$ cat src/rtl/pw_pkg.sv
package pw_pkg;
   localparam int BIT_P  = 0;
   localparam int BIT_RW = 1;
   localparam int BIT_US = 2;
   localparam int BIT_A  = 5;
   localparam int BIT_D  = 6;
   localparam int BIT_PS = 7;

   typedef enum logic [1:0] {
      CAUSE_NONE   = 2'd0,
      CAUSE_ABSENT = 2'd1,
      CAUSE_PROT   = 2'd2,
      CAUSE_LARGE  = 2'd3
   } cause_e;

   typedef enum logic [2:0] {
      ST_IDLE,
      ST_RD_DIR,
      ST_RD_TBL,
      ST_WB_DIR,
      ST_WB_TBL,
      ST_FIN
   } state_e;
endpackage

$ cat src/rtl/pw_entry_decode.sv
module pw_entry_decode #(
   parameter int ENT_W = 32,
   parameter int OFS_W = 12
) (
   input  logic [ENT_W-1:0]       entry_i,
   output logic                   present_o,
   output logic                   wr_ok_o,
   output logic                   user_ok_o,
   output logic                   large_o,
   output logic [ENT_W-OFS_W-1:0] base_o
);
   import pw_pkg::*;

   assign present_o = entry_i[BIT_P];
   assign wr_ok_o   = entry_i[BIT_RW];
   assign user_ok_o = entry_i[BIT_US];
   assign large_o   = entry_i[BIT_PS];
   assign base_o    = entry_i[ENT_W-1:OFS_W];

   logic unused_bits;
   assign unused_bits = ^entry_i;
endmodule

$ cat src/rtl/pw_flag_merge.sv
module pw_flag_merge #(
   parameter int ENT_W = 32
) (
   input  logic [ENT_W-1:0] pde_i,
   input  logic [ENT_W-1:0] pte_i,
   input  logic             is_write_i,
   output logic [ENT_W-1:0] pde_o,
   output logic [ENT_W-1:0] pte_o,
   output logic             pde_chg_o,
   output logic             pte_chg_o
);
   import pw_pkg::*;

   localparam logic [ENT_W-1:0] MASK_A = ENT_W'(1) << BIT_A;
   localparam logic [ENT_W-1:0] MASK_D = ENT_W'(1) << BIT_D;

   always_comb begin
      pde_o = pde_i | MASK_A;
      pte_o = pte_i | MASK_A | (is_write_i ? MASK_D : '0);
   end

   assign pde_chg_o = (pde_o != pde_i);
   assign pte_chg_o = (pte_o != pte_i);
endmodule

$ cat src/rtl/page_walker.sv
module page_walker #(
   parameter int ADDR_W = 32,
   parameter int IDX_W  = 10,
   parameter int OFS_W  = 12
) (
   input  logic              clk,
   input  logic              rst_n,
   input  logic              req_valid,
   input  logic [ADDR_W-1:0] req_vaddr,
   input  logic              req_write,
   input  logic              req_user,
   input  logic [ADDR_W-1:0] dir_base,
   output logic              busy,
   output logic              done,
   output logic              done_fault,
   output logic [1:0]        done_cause,
   output logic [ADDR_W-1:0] done_paddr,
   output logic              mem_req,
   output logic              mem_we,
   output logic [ADDR_W-1:0] mem_addr,
   output logic [ADDR_W-1:0] mem_wdata,
   input  logic              mem_ack,
   input  logic [ADDR_W-1:0] mem_rdata
);
   import pw_pkg::*;

   localparam int PN_W   = ADDR_W - OFS_W;
   localparam int ENT_SH = OFS_W - IDX_W;
   localparam int LEVELS = 2;

   generate
      if (ADDR_W != 2 * IDX_W + OFS_W) begin : g_bad_split
         $error("page_walker: address split does not cover ADDR_W");
      end
      if (ENT_SH < 1 || (8 << ENT_SH) != ADDR_W) begin : g_bad_entry
         $error("page_walker: a table of 2**IDX_W entries must fill one page");
      end
   endgenerate

   state_e            state_q;
   cause_e            cause_q;
   logic [ADDR_W-1:0] va_q;
   logic              wr_q;
   logic              usr_q;
   logic [PN_W-1:0]   base_q;
   logic [ADDR_W-1:0] pde_q;
   logic [ADDR_W-1:0] new_pde_q;
   logic [ADDR_W-1:0] new_pte_q;
   logic              wb_dir_q;
   logic              wb_tbl_q;
   logic [ADDR_W-1:0] paddr_q;

   // per-level decode of the entry in flight
   logic [ADDR_W-1:0] lvl_ent [LEVELS];
   logic [LEVELS-1:0] lvl_p;
   logic [LEVELS-1:0] lvl_rw;
   logic [LEVELS-1:0] lvl_us;
   logic [LEVELS-1:0] lvl_large;
   logic [PN_W-1:0]   lvl_base [LEVELS];

   assign lvl_ent[0] = (state_q == ST_RD_DIR) ? mem_rdata : pde_q;
   assign lvl_ent[1] = mem_rdata;

   generate
      for (genvar g = 0; g < LEVELS; g++) begin : g_lvl
         pw_entry_decode #(.ENT_W(ADDR_W), .OFS_W(OFS_W)) u_dec (
            .entry_i   (lvl_ent[g]),
            .present_o (lvl_p[g]),
            .wr_ok_o   (lvl_rw[g]),
            .user_ok_o (lvl_us[g]),
            .large_o   (lvl_large[g]),
            .base_o    (lvl_base[g])
         );
      end
   endgenerate

   logic unused_large;
   assign unused_large = lvl_large[1];

   logic perm_bad;
   assign perm_bad = (wr_q & ~(&lvl_rw)) | (usr_q & ~(&lvl_us));

   logic [ADDR_W-1:0] mrg_pde, mrg_pte;
   logic              mrg_pde_chg, mrg_pte_chg;

   pw_flag_merge #(.ENT_W(ADDR_W)) u_merge (
      .pde_i      (pde_q),
      .pte_i      (mem_rdata),
      .is_write_i (wr_q),
      .pde_o      (mrg_pde),
      .pte_o      (mrg_pte),
      .pde_chg_o  (mrg_pde_chg),
      .pte_chg_o  (mrg_pte_chg)
   );

   logic [IDX_W-1:0]  idx_dir, idx_tbl;
   logic [ADDR_W-1:0] dir_addr, tbl_addr;

   assign idx_dir  = va_q[ADDR_W-1 -: IDX_W];
   assign idx_tbl  = va_q[OFS_W +: IDX_W];
   assign dir_addr = {base_q, idx_dir, {ENT_SH{1'b0}}};
   assign tbl_addr = {lvl_base[0], idx_tbl, {ENT_SH{1'b0}}};

   always_ff @(posedge clk or negedge rst_n) begin
      if (!rst_n) begin
         state_q   <= ST_IDLE;
         cause_q   <= CAUSE_NONE;
         va_q      <= '0;
         wr_q      <= 1'b0;
         usr_q     <= 1'b0;
         base_q    <= '0;
         pde_q     <= '0;
         new_pde_q <= '0;
         new_pte_q <= '0;
         wb_dir_q  <= 1'b0;
         wb_tbl_q  <= 1'b0;
         paddr_q   <= '0;
      end else begin
         unique case (state_q)
            ST_IDLE: begin
               if (req_valid) begin
                  va_q    <= req_vaddr;
                  wr_q    <= req_write;
                  usr_q   <= req_user;
                  base_q  <= dir_base[ADDR_W-1:OFS_W];
                  cause_q <= CAUSE_NONE;
                  paddr_q <= '0;
                  state_q <= ST_RD_DIR;
               end
            end
            ST_RD_DIR: begin
               if (mem_ack) begin
                  pde_q <= mem_rdata;
                  if (!lvl_p[0]) begin
                     cause_q <= CAUSE_ABSENT;
                     state_q <= ST_FIN;
                  end else if (lvl_large[0]) begin
                     cause_q <= CAUSE_LARGE;
                     state_q <= ST_FIN;
                  end else begin
                     state_q <= ST_RD_TBL;
                  end
               end
            end
            ST_RD_TBL: begin
               if (mem_ack) begin
                  if (!lvl_p[1]) begin
                     cause_q <= CAUSE_ABSENT;
                     state_q <= ST_FIN;
                  end else if (perm_bad) begin
                     cause_q <= CAUSE_PROT;
                     state_q <= ST_FIN;
                  end else begin
                     paddr_q   <= {lvl_base[1], va_q[OFS_W-1:0]};
                     new_pde_q <= mrg_pde;
                     new_pte_q <= mrg_pte;
                     wb_dir_q  <= mrg_pde_chg;
                     wb_tbl_q  <= mrg_pte_chg;
                     if (mrg_pde_chg)      state_q <= ST_WB_DIR;
                     else if (mrg_pte_chg) state_q <= ST_WB_TBL;
                     else                  state_q <= ST_FIN;
                  end
               end
            end
            ST_WB_DIR: begin
               if (mem_ack) state_q <= wb_tbl_q ? ST_WB_TBL : ST_FIN;
            end
            ST_WB_TBL: begin
               if (mem_ack) state_q <= ST_FIN;
            end
            ST_FIN:  state_q <= ST_IDLE;
            default: state_q <= ST_IDLE;
         endcase
      end
   end

   always_comb begin
      mem_req   = 1'b0;
      mem_we    = 1'b0;
      mem_addr  = tbl_addr;
      mem_wdata = new_pte_q;
      unique case (state_q)
         ST_RD_DIR: begin mem_req = 1'b1; mem_addr = dir_addr; end
         ST_RD_TBL: begin mem_req = 1'b1; end
         ST_WB_DIR: begin mem_req = 1'b1; mem_we = 1'b1; mem_addr = dir_addr; mem_wdata = new_pde_q; end
         ST_WB_TBL: begin mem_req = 1'b1; mem_we = 1'b1; end
         default: ;
      endcase
   end

   assign busy       = (state_q != ST_IDLE);
   assign done       = (state_q == ST_FIN);
   assign done_fault = done && (cause_q != CAUSE_NONE);
   assign done_cause = done ? cause_q : CAUSE_NONE;
   assign done_paddr = done ? paddr_q : '0;
endmodule

$ cat config.mk
export PLATFORM = sky130hd
export DESIGN_NAME = page_walker
export DESIGN_NICKNAME = d
export VERILOG_FILES = /design/src/rtl/pw_pkg.sv /design/src/rtl/pw_entry_decode.sv /design/src/rtl/pw_flag_merge.sv /design/src/rtl/page_walker.sv
export SDC_FILE = /design/constraint.sdc
export NUM_CORES = 1
export LEC_CHECK = 0
export BUFFER_PORTS_ARGS = -buffer_cell sky130_fd_sc_hd__clkbuf_2
export CAP_MARGIN = 15
export CORE_AREA = 5 5 183 97
export CTS_CLUSTER_DIAMETER = 80
export CTS_CLUSTER_SIZE = 40
export DETAILED_ROUTE_END_ITERATION = 8
export DIE_AREA = 0 0 188 102
export GPL_ROUTABILITY_DRIVEN = 0
export PLACE_DENSITY = 0.79
export SYNTH_ARGS = -nofsm -noshare
export SYNTH_HDL_FRONTEND = slang
export SYNTH_SLANG_ARGS = --single-unit
export TNS_END_PERCENT = 20
$ cat constraint.sdc
create_clock -name clk -period 3.25 [get_ports clk]
set_clock_uncertainty 0.2 [all_clocks]
set_input_delay 0.65 -clock clk [delete_from_list [all_inputs] [get_ports clk]]
set_output_delay 0.65 -clock clk [all_outputs]
set_load 0.05 [all_outputs]
* Word level (Yosys, flattened, before mapping) *
Index checks and enable logic that the tools add are counted.

word-level totals
  flip-flop bits (word level) = 188
  bits of input ports = 102
  output and inout port bits = 103
  logic and storage cells = 84

cells by class
  eq/ne operators = 15
  multiplexer cells = 34
  bitwise operators = 7
  reductions and logical operators = 17

operators with widths
  cell                                                    number
  2-to-1 mux 32 bit                                       8
  one-hot mux 32 bit (2 select lines)                     1
  inequality test 32 bit                                  1
  OR 32 bit                                               1
  2-to-1 mux 3 bit                                        10
  2-to-1 mux 2 bit                                        8
  one-hot mux 3 bit (5 select lines)                      1
  inequality test 2 bit (second input constant)           7
  AND reduction 5 bit                                     2
  AND reduction 2 bit                                     4
  2-to-1 mux 7 bit                                        1
  == test 3 x 2 -> 1 bit (second input constant)          2
  == test 3 bit (second input constant)                   2
  one-hot mux 2 bit (3 select lines)                      1
  AND reduction 6 bit                                     1
  nonzero test 3 bit                                      2
  2-to-1 mux 1 bit                                        4
  AND reduction 4 bit                                     1
  nonzero test 2 bit                                      2
  OR reduction 2 bit                                      2
  OR reduction 4 bit                                      1
  == test 3 x 1 -> 1 bit (second input constant)          1
  zero test 3 bit                                         1
  inequality test 3 x 2 -> 1 bit (second input constant)  1
  5 further kinds                                         8

* Logic depth before layout (Yosys ltp) *
  word-level depth = 10
  gate-level depth with buffers = 8

* Modules after synthesis *
A second synthesis with hierarchy kept.

unflattened totals
  cell total of the unflattened synthesis = 778
  area, all modules = 10112.2 um^2

modules (own cells, without submodules)
  module           instances  cells each  area an instance (um^2)
  page_walker      1          662         9256.4
  pw_flag_merge    1          68          495.5
  pw_entry_decode  2          24          180.2

* Worst setup path before layout *
OpenSTA, ideal clock, no wires.

  path kind = register -> output
  from = register state_q[0]
  to = output port mem_we
  arrival time = 1935 ps
  required time = 2400 ps
  setup slack = 465 ps
  cell stages (with the launch flop) = 7
  buffers on the path = 3
  cell sequence = dfrtp_1 clkbuf_1 nor2b_1 buf_2 nand2_1 buf_1 o21ai_0

between the ends
  cells in the longest elaborated chain, start to end = 3
  elaborated cells on any way between the ends = 4
  those cells by class = eq/ne (2); mux (1); reduce/logical (1)

ends and longest elaborated chain
  item                                                            RTL line            source
  start, declared                                                 page_walker.sv:40   state_e state_q;
  start signal, assigned                                          page_walker.sv:166  if (mem_ack) state_q <= wb_tbl_q ? ST_WB_TBL : ST_FIN;
  == test 3 x 2 -> 1 bit / == test 3 bit (equally long branches)  page_walker.sv:182  unique case (state_q)
  OR reduction 2 bit (no line) (*)                                -
  2-to-1 mux 1 bit (*)                                            page_walker.sv:182
  end, declared                                                   page_walker.sv:19   output logic mem_we,

Every way passes the cells marked *; elsewhere a longest branch is shown, timed or not.

* Worst setup path after layout *
  from = register state_q[0]
  to = output port mem_wdata[16]

between the ends
  cells in the longest elaborated chain, start to end = 2

ends and longest elaborated chain
  item                    RTL line            source
  == test 3 x 2 -> 1 bit  page_walker.sv:182
  2-to-1 mux 32 bit       page_walker.sv:182
  end, declared           page_walker.sv:21   output logic [ADDR_W-1:0] mem_wdata,

No other way between the ends.

==> reports/summary.txt <==
worst setup margin - 0.1769 ns
combined area of the multi-input logic cells - 3405 µm²
P&R area growth vs syn - 22.12%
initial core utilization - 0.5206
combinational share of power - 0.469
Final Power - 11.03 mW
final setup fails - 0
grt ovf - 0
Final period util - 0.9456
outcome - complete, no violations
WL/cell - 20.92 µm
sequential element share of the synthesized area - 0.5639
largest net degree at the start of global routing - 74
Leak - 5.186 nW
worst skew pair latency - 0.43 ns
CP startpoint kind - flop
P_int - 6.237 mW
sequential share of power - 0.350
Hold WC Path Type - input port to async pin
clock transition at the registers of the reported paths - 0.07 ns
Post-CTS Setup Bufs - 0
PwrDens - 1089 nW/µm²
Iteration-0 DRC Markers - 297
first-pass GRT wire length - 33.91 mm
CTS buffer count - 17
worst path arrival time - 2.22 ns
Slew HR - 0.4656
post-CTS sizing - 0
Max FO, Critical Path - 12
worst flop-to-flop path startpoint - state_q[0]
peak supply drop - 501.9 µV
Min Hold Slack - 0.02194 ns
antenna cells - 0
final worst path period need - 3.073 ns
Final Core Density - 0.6358
reg2reg end - paddr_q[27]
hold buffers post-CTS - 0
setup TNS - 0 ns
clock root buffer - clkbuf_16
number of cell rows - 33
crit path max-delay cell type - dfrtp_1
filler cell count - 1194
Slew @ Worst Pin - 0.8017 ns
Worst R2R Path Depth - 7
Distinct cells, synth - 42
core area - 15940 µm²
Sw Share - 0.4347
H-tree depth - 4
GRT Total Usage - 0.2231
crit path from - state_q[0]
via count - 5597
Syn Std Cell Area - 8298 µm²
first-pass detailed-route iteration total - 4
FF+latch area - 4682 µm²
DR DRC count - 0
CTS sink count - 187
max_cap viols - 0
Clock power frac - 0.182
PortBufs - 190
Post-synth ARST share - 1.000
synthesized instance count - 575
Peak Freq - 325.4 MHz
Yosys warning count - 0
die height - 102 µm
FF+latch count, synth - 187
final hold vios - 0
Critical Path Max Stage Delay - 0.47 ns
NumNets Final - 866
RSZ-0062 raised after global routing - false
mean number of vias per cell - 5.671
num ports - 205
Place WS - 0.3757 ns
Die Area - 19180 µm²
Post-synth top flop - dfrtp_1
vias in the first global route - 6372
EDFF count, synth - 0
switching pwr - 4.796 mW
fin. max-slew vios - 0
Reg2Reg Setup Slack - 0.44 ns
worst path cell trace - nor2b_4 > nand2_2 > buf_4 > mux2_2 > clkbuf_2
crit path kind - flop to output port
Avg Synthesized Cell Area - 14.43 µm²
WL final - 20.65 mm
width of the die - 188 µm
share of layout cells above drive strength 1 - 0.5920
CP required - 2.40 ns
initial antenna violation count - 1
TritonCTS clock tree - yes
hpwl dp - 14.84 mm
DRT antenna net count - 0
clk buf depth - 2
nature of the critical path endpoint - output port
==> layout make-up <==
cell class,count,share of cell area
well taps,210,0.02593
inverters,6,0.002222
clock inverters,14,0.01235
multi-input cells,337,0.3360
repair buffers,215,0.1182
clock buffers,18,0.04334
flip-flops and latches,187,0.4620
==> per-layer routing <==
metal	share of wire	GRT usage
met1	0.45	0.2952
met2	0.47	0.3635
met3	0.066	0.06724
met4	0.012	0.06426
met5	0.00063	0
==> placed cells by master (no fill, tap or decap), types with 2 or more instances in the layout <==
| cell type | Yosys | routed |
|---|---|---|
| nand2_1 | 7 | 6 |
| mux2_1 | 6 | 6 |
| nand4b_1 | 2 | 2 |
| a21oi_1 | 3 | 3 |
| a221o_1 | 2 | 2 |
| nor2_1 | 3 | 3 |
| mux2_4 | 28 | 28 |
| buf_4 | 5 | 22 |
| a22o_1 | 32 | 32 |
| inv_1 | 6 | 6 |
| inv_8 | 0 | 3 |
| a21boi_0 | 2 | 2 |
| o22ai_1 | 2 | 2 |
| clkbuf_2 | 0 | 188 |
| o21ai_0 | 7 | 7 |
| mux2_2 | 173 | 173 |
| dfrtp_1 | 187 | 185 |
| dfrtp_2 | 0 | 2 |
| inv_6 | 0 | 6 |
| and2_1 | 2 | 2 |
| buf_12 | 0 | 4 |
| clkbuf_16 | 0 | 17 |
| a31oi_1 | 2 | 2 |
| nand2b_1 | 5 | 5 |
| clkinv_4 | 0 | 3 |
| and3_1 | 35 | 34 |
| conb_1 | 1 | 2 |
| nand4bb_1 | 2 | 2 |
| nor2b_1 | 5 | 3 |
==> cells in the mapped netlist (6+ instances only) <==
cell type / instances / area (µm²)
dfrtp_1: 187 / 4679
clkbuf_1: 21 / 78.83
buf_2: 13 / 65.06
o21ai_0: 7 / 35.03
inv_1: 6 / 22.52
mux2_2: 173 / 1948
mux2_4: 28 / 420.4
mux2_1: 6 / 67.56
and3_1: 35 / 219.0
a22o_1: 32 / 280.3
nand2_1: 7 / 26.28
==> worst max-delay path, delay by kind of cell (launching register included) <==
family                 cells  cell delay, ns
flip-flops                 1            0.47
AND/OR/NAND/NOR            2            0.41
multiplexers               1            0.39
buffers and inverters      2            0.53
==> logic make-up (layout without fill, tap and decap cells) <==
family	Yosys count	count (layout)	synth area share
buffers and inverters	52	253	0.03227
muxes	208	208	0.2948
other	1	2	0.0004519
DFF	187	187	0.5639
and+or+nand+nor	68	68	0.05172
AOI/OAI and AO/OA	58	58	0.05579
xor gates and xnor gates	1	1	0.001056
==> registers in the layout, summed over array words and instances (netlist names) <==
register   flops
new_pde_q     32
cause_q        2
wb_tbl_q       1
va_q          32
new_pte_q     31
wr_q           1
usr_q          1
state_q        3
pde_q         32
base_q        20
paddr_q       32
==> worst max-delay path by stage <==
stage                         end  slack [ns]  cells after the start
floorplan                  mem_we        0.46                      6
global placement    new_pte_q[15]        0.48                      6
detailed placement     paddr_q[6]        0.38                      6
CTS                 mem_wdata[16]        0.02                      4
global route         mem_wdata[7]        0.09                      5
finish              mem_wdata[16]        0.18                      5
==> power by group through the flow <==
stage,sequential (mW),clock [mW],combinational (mW)
finish,3.86,2.00,5.17
global route,3.98,2.17,5.46
CTS,3.86,2.05,5.21
detailed placement,3.89,0,5.19
global placement,3.78,0,5.06
floorplan,3.63,0,4.08
==> metrics by stage <==
step,cell area [µm²],std cells
after floorplan,8302,576
after global placement,9568,955
after detailed placement,9568,955
after CTS,10130,987
after global routing,10130,987
final,10130,987
(Power assumes the default switching activity.)
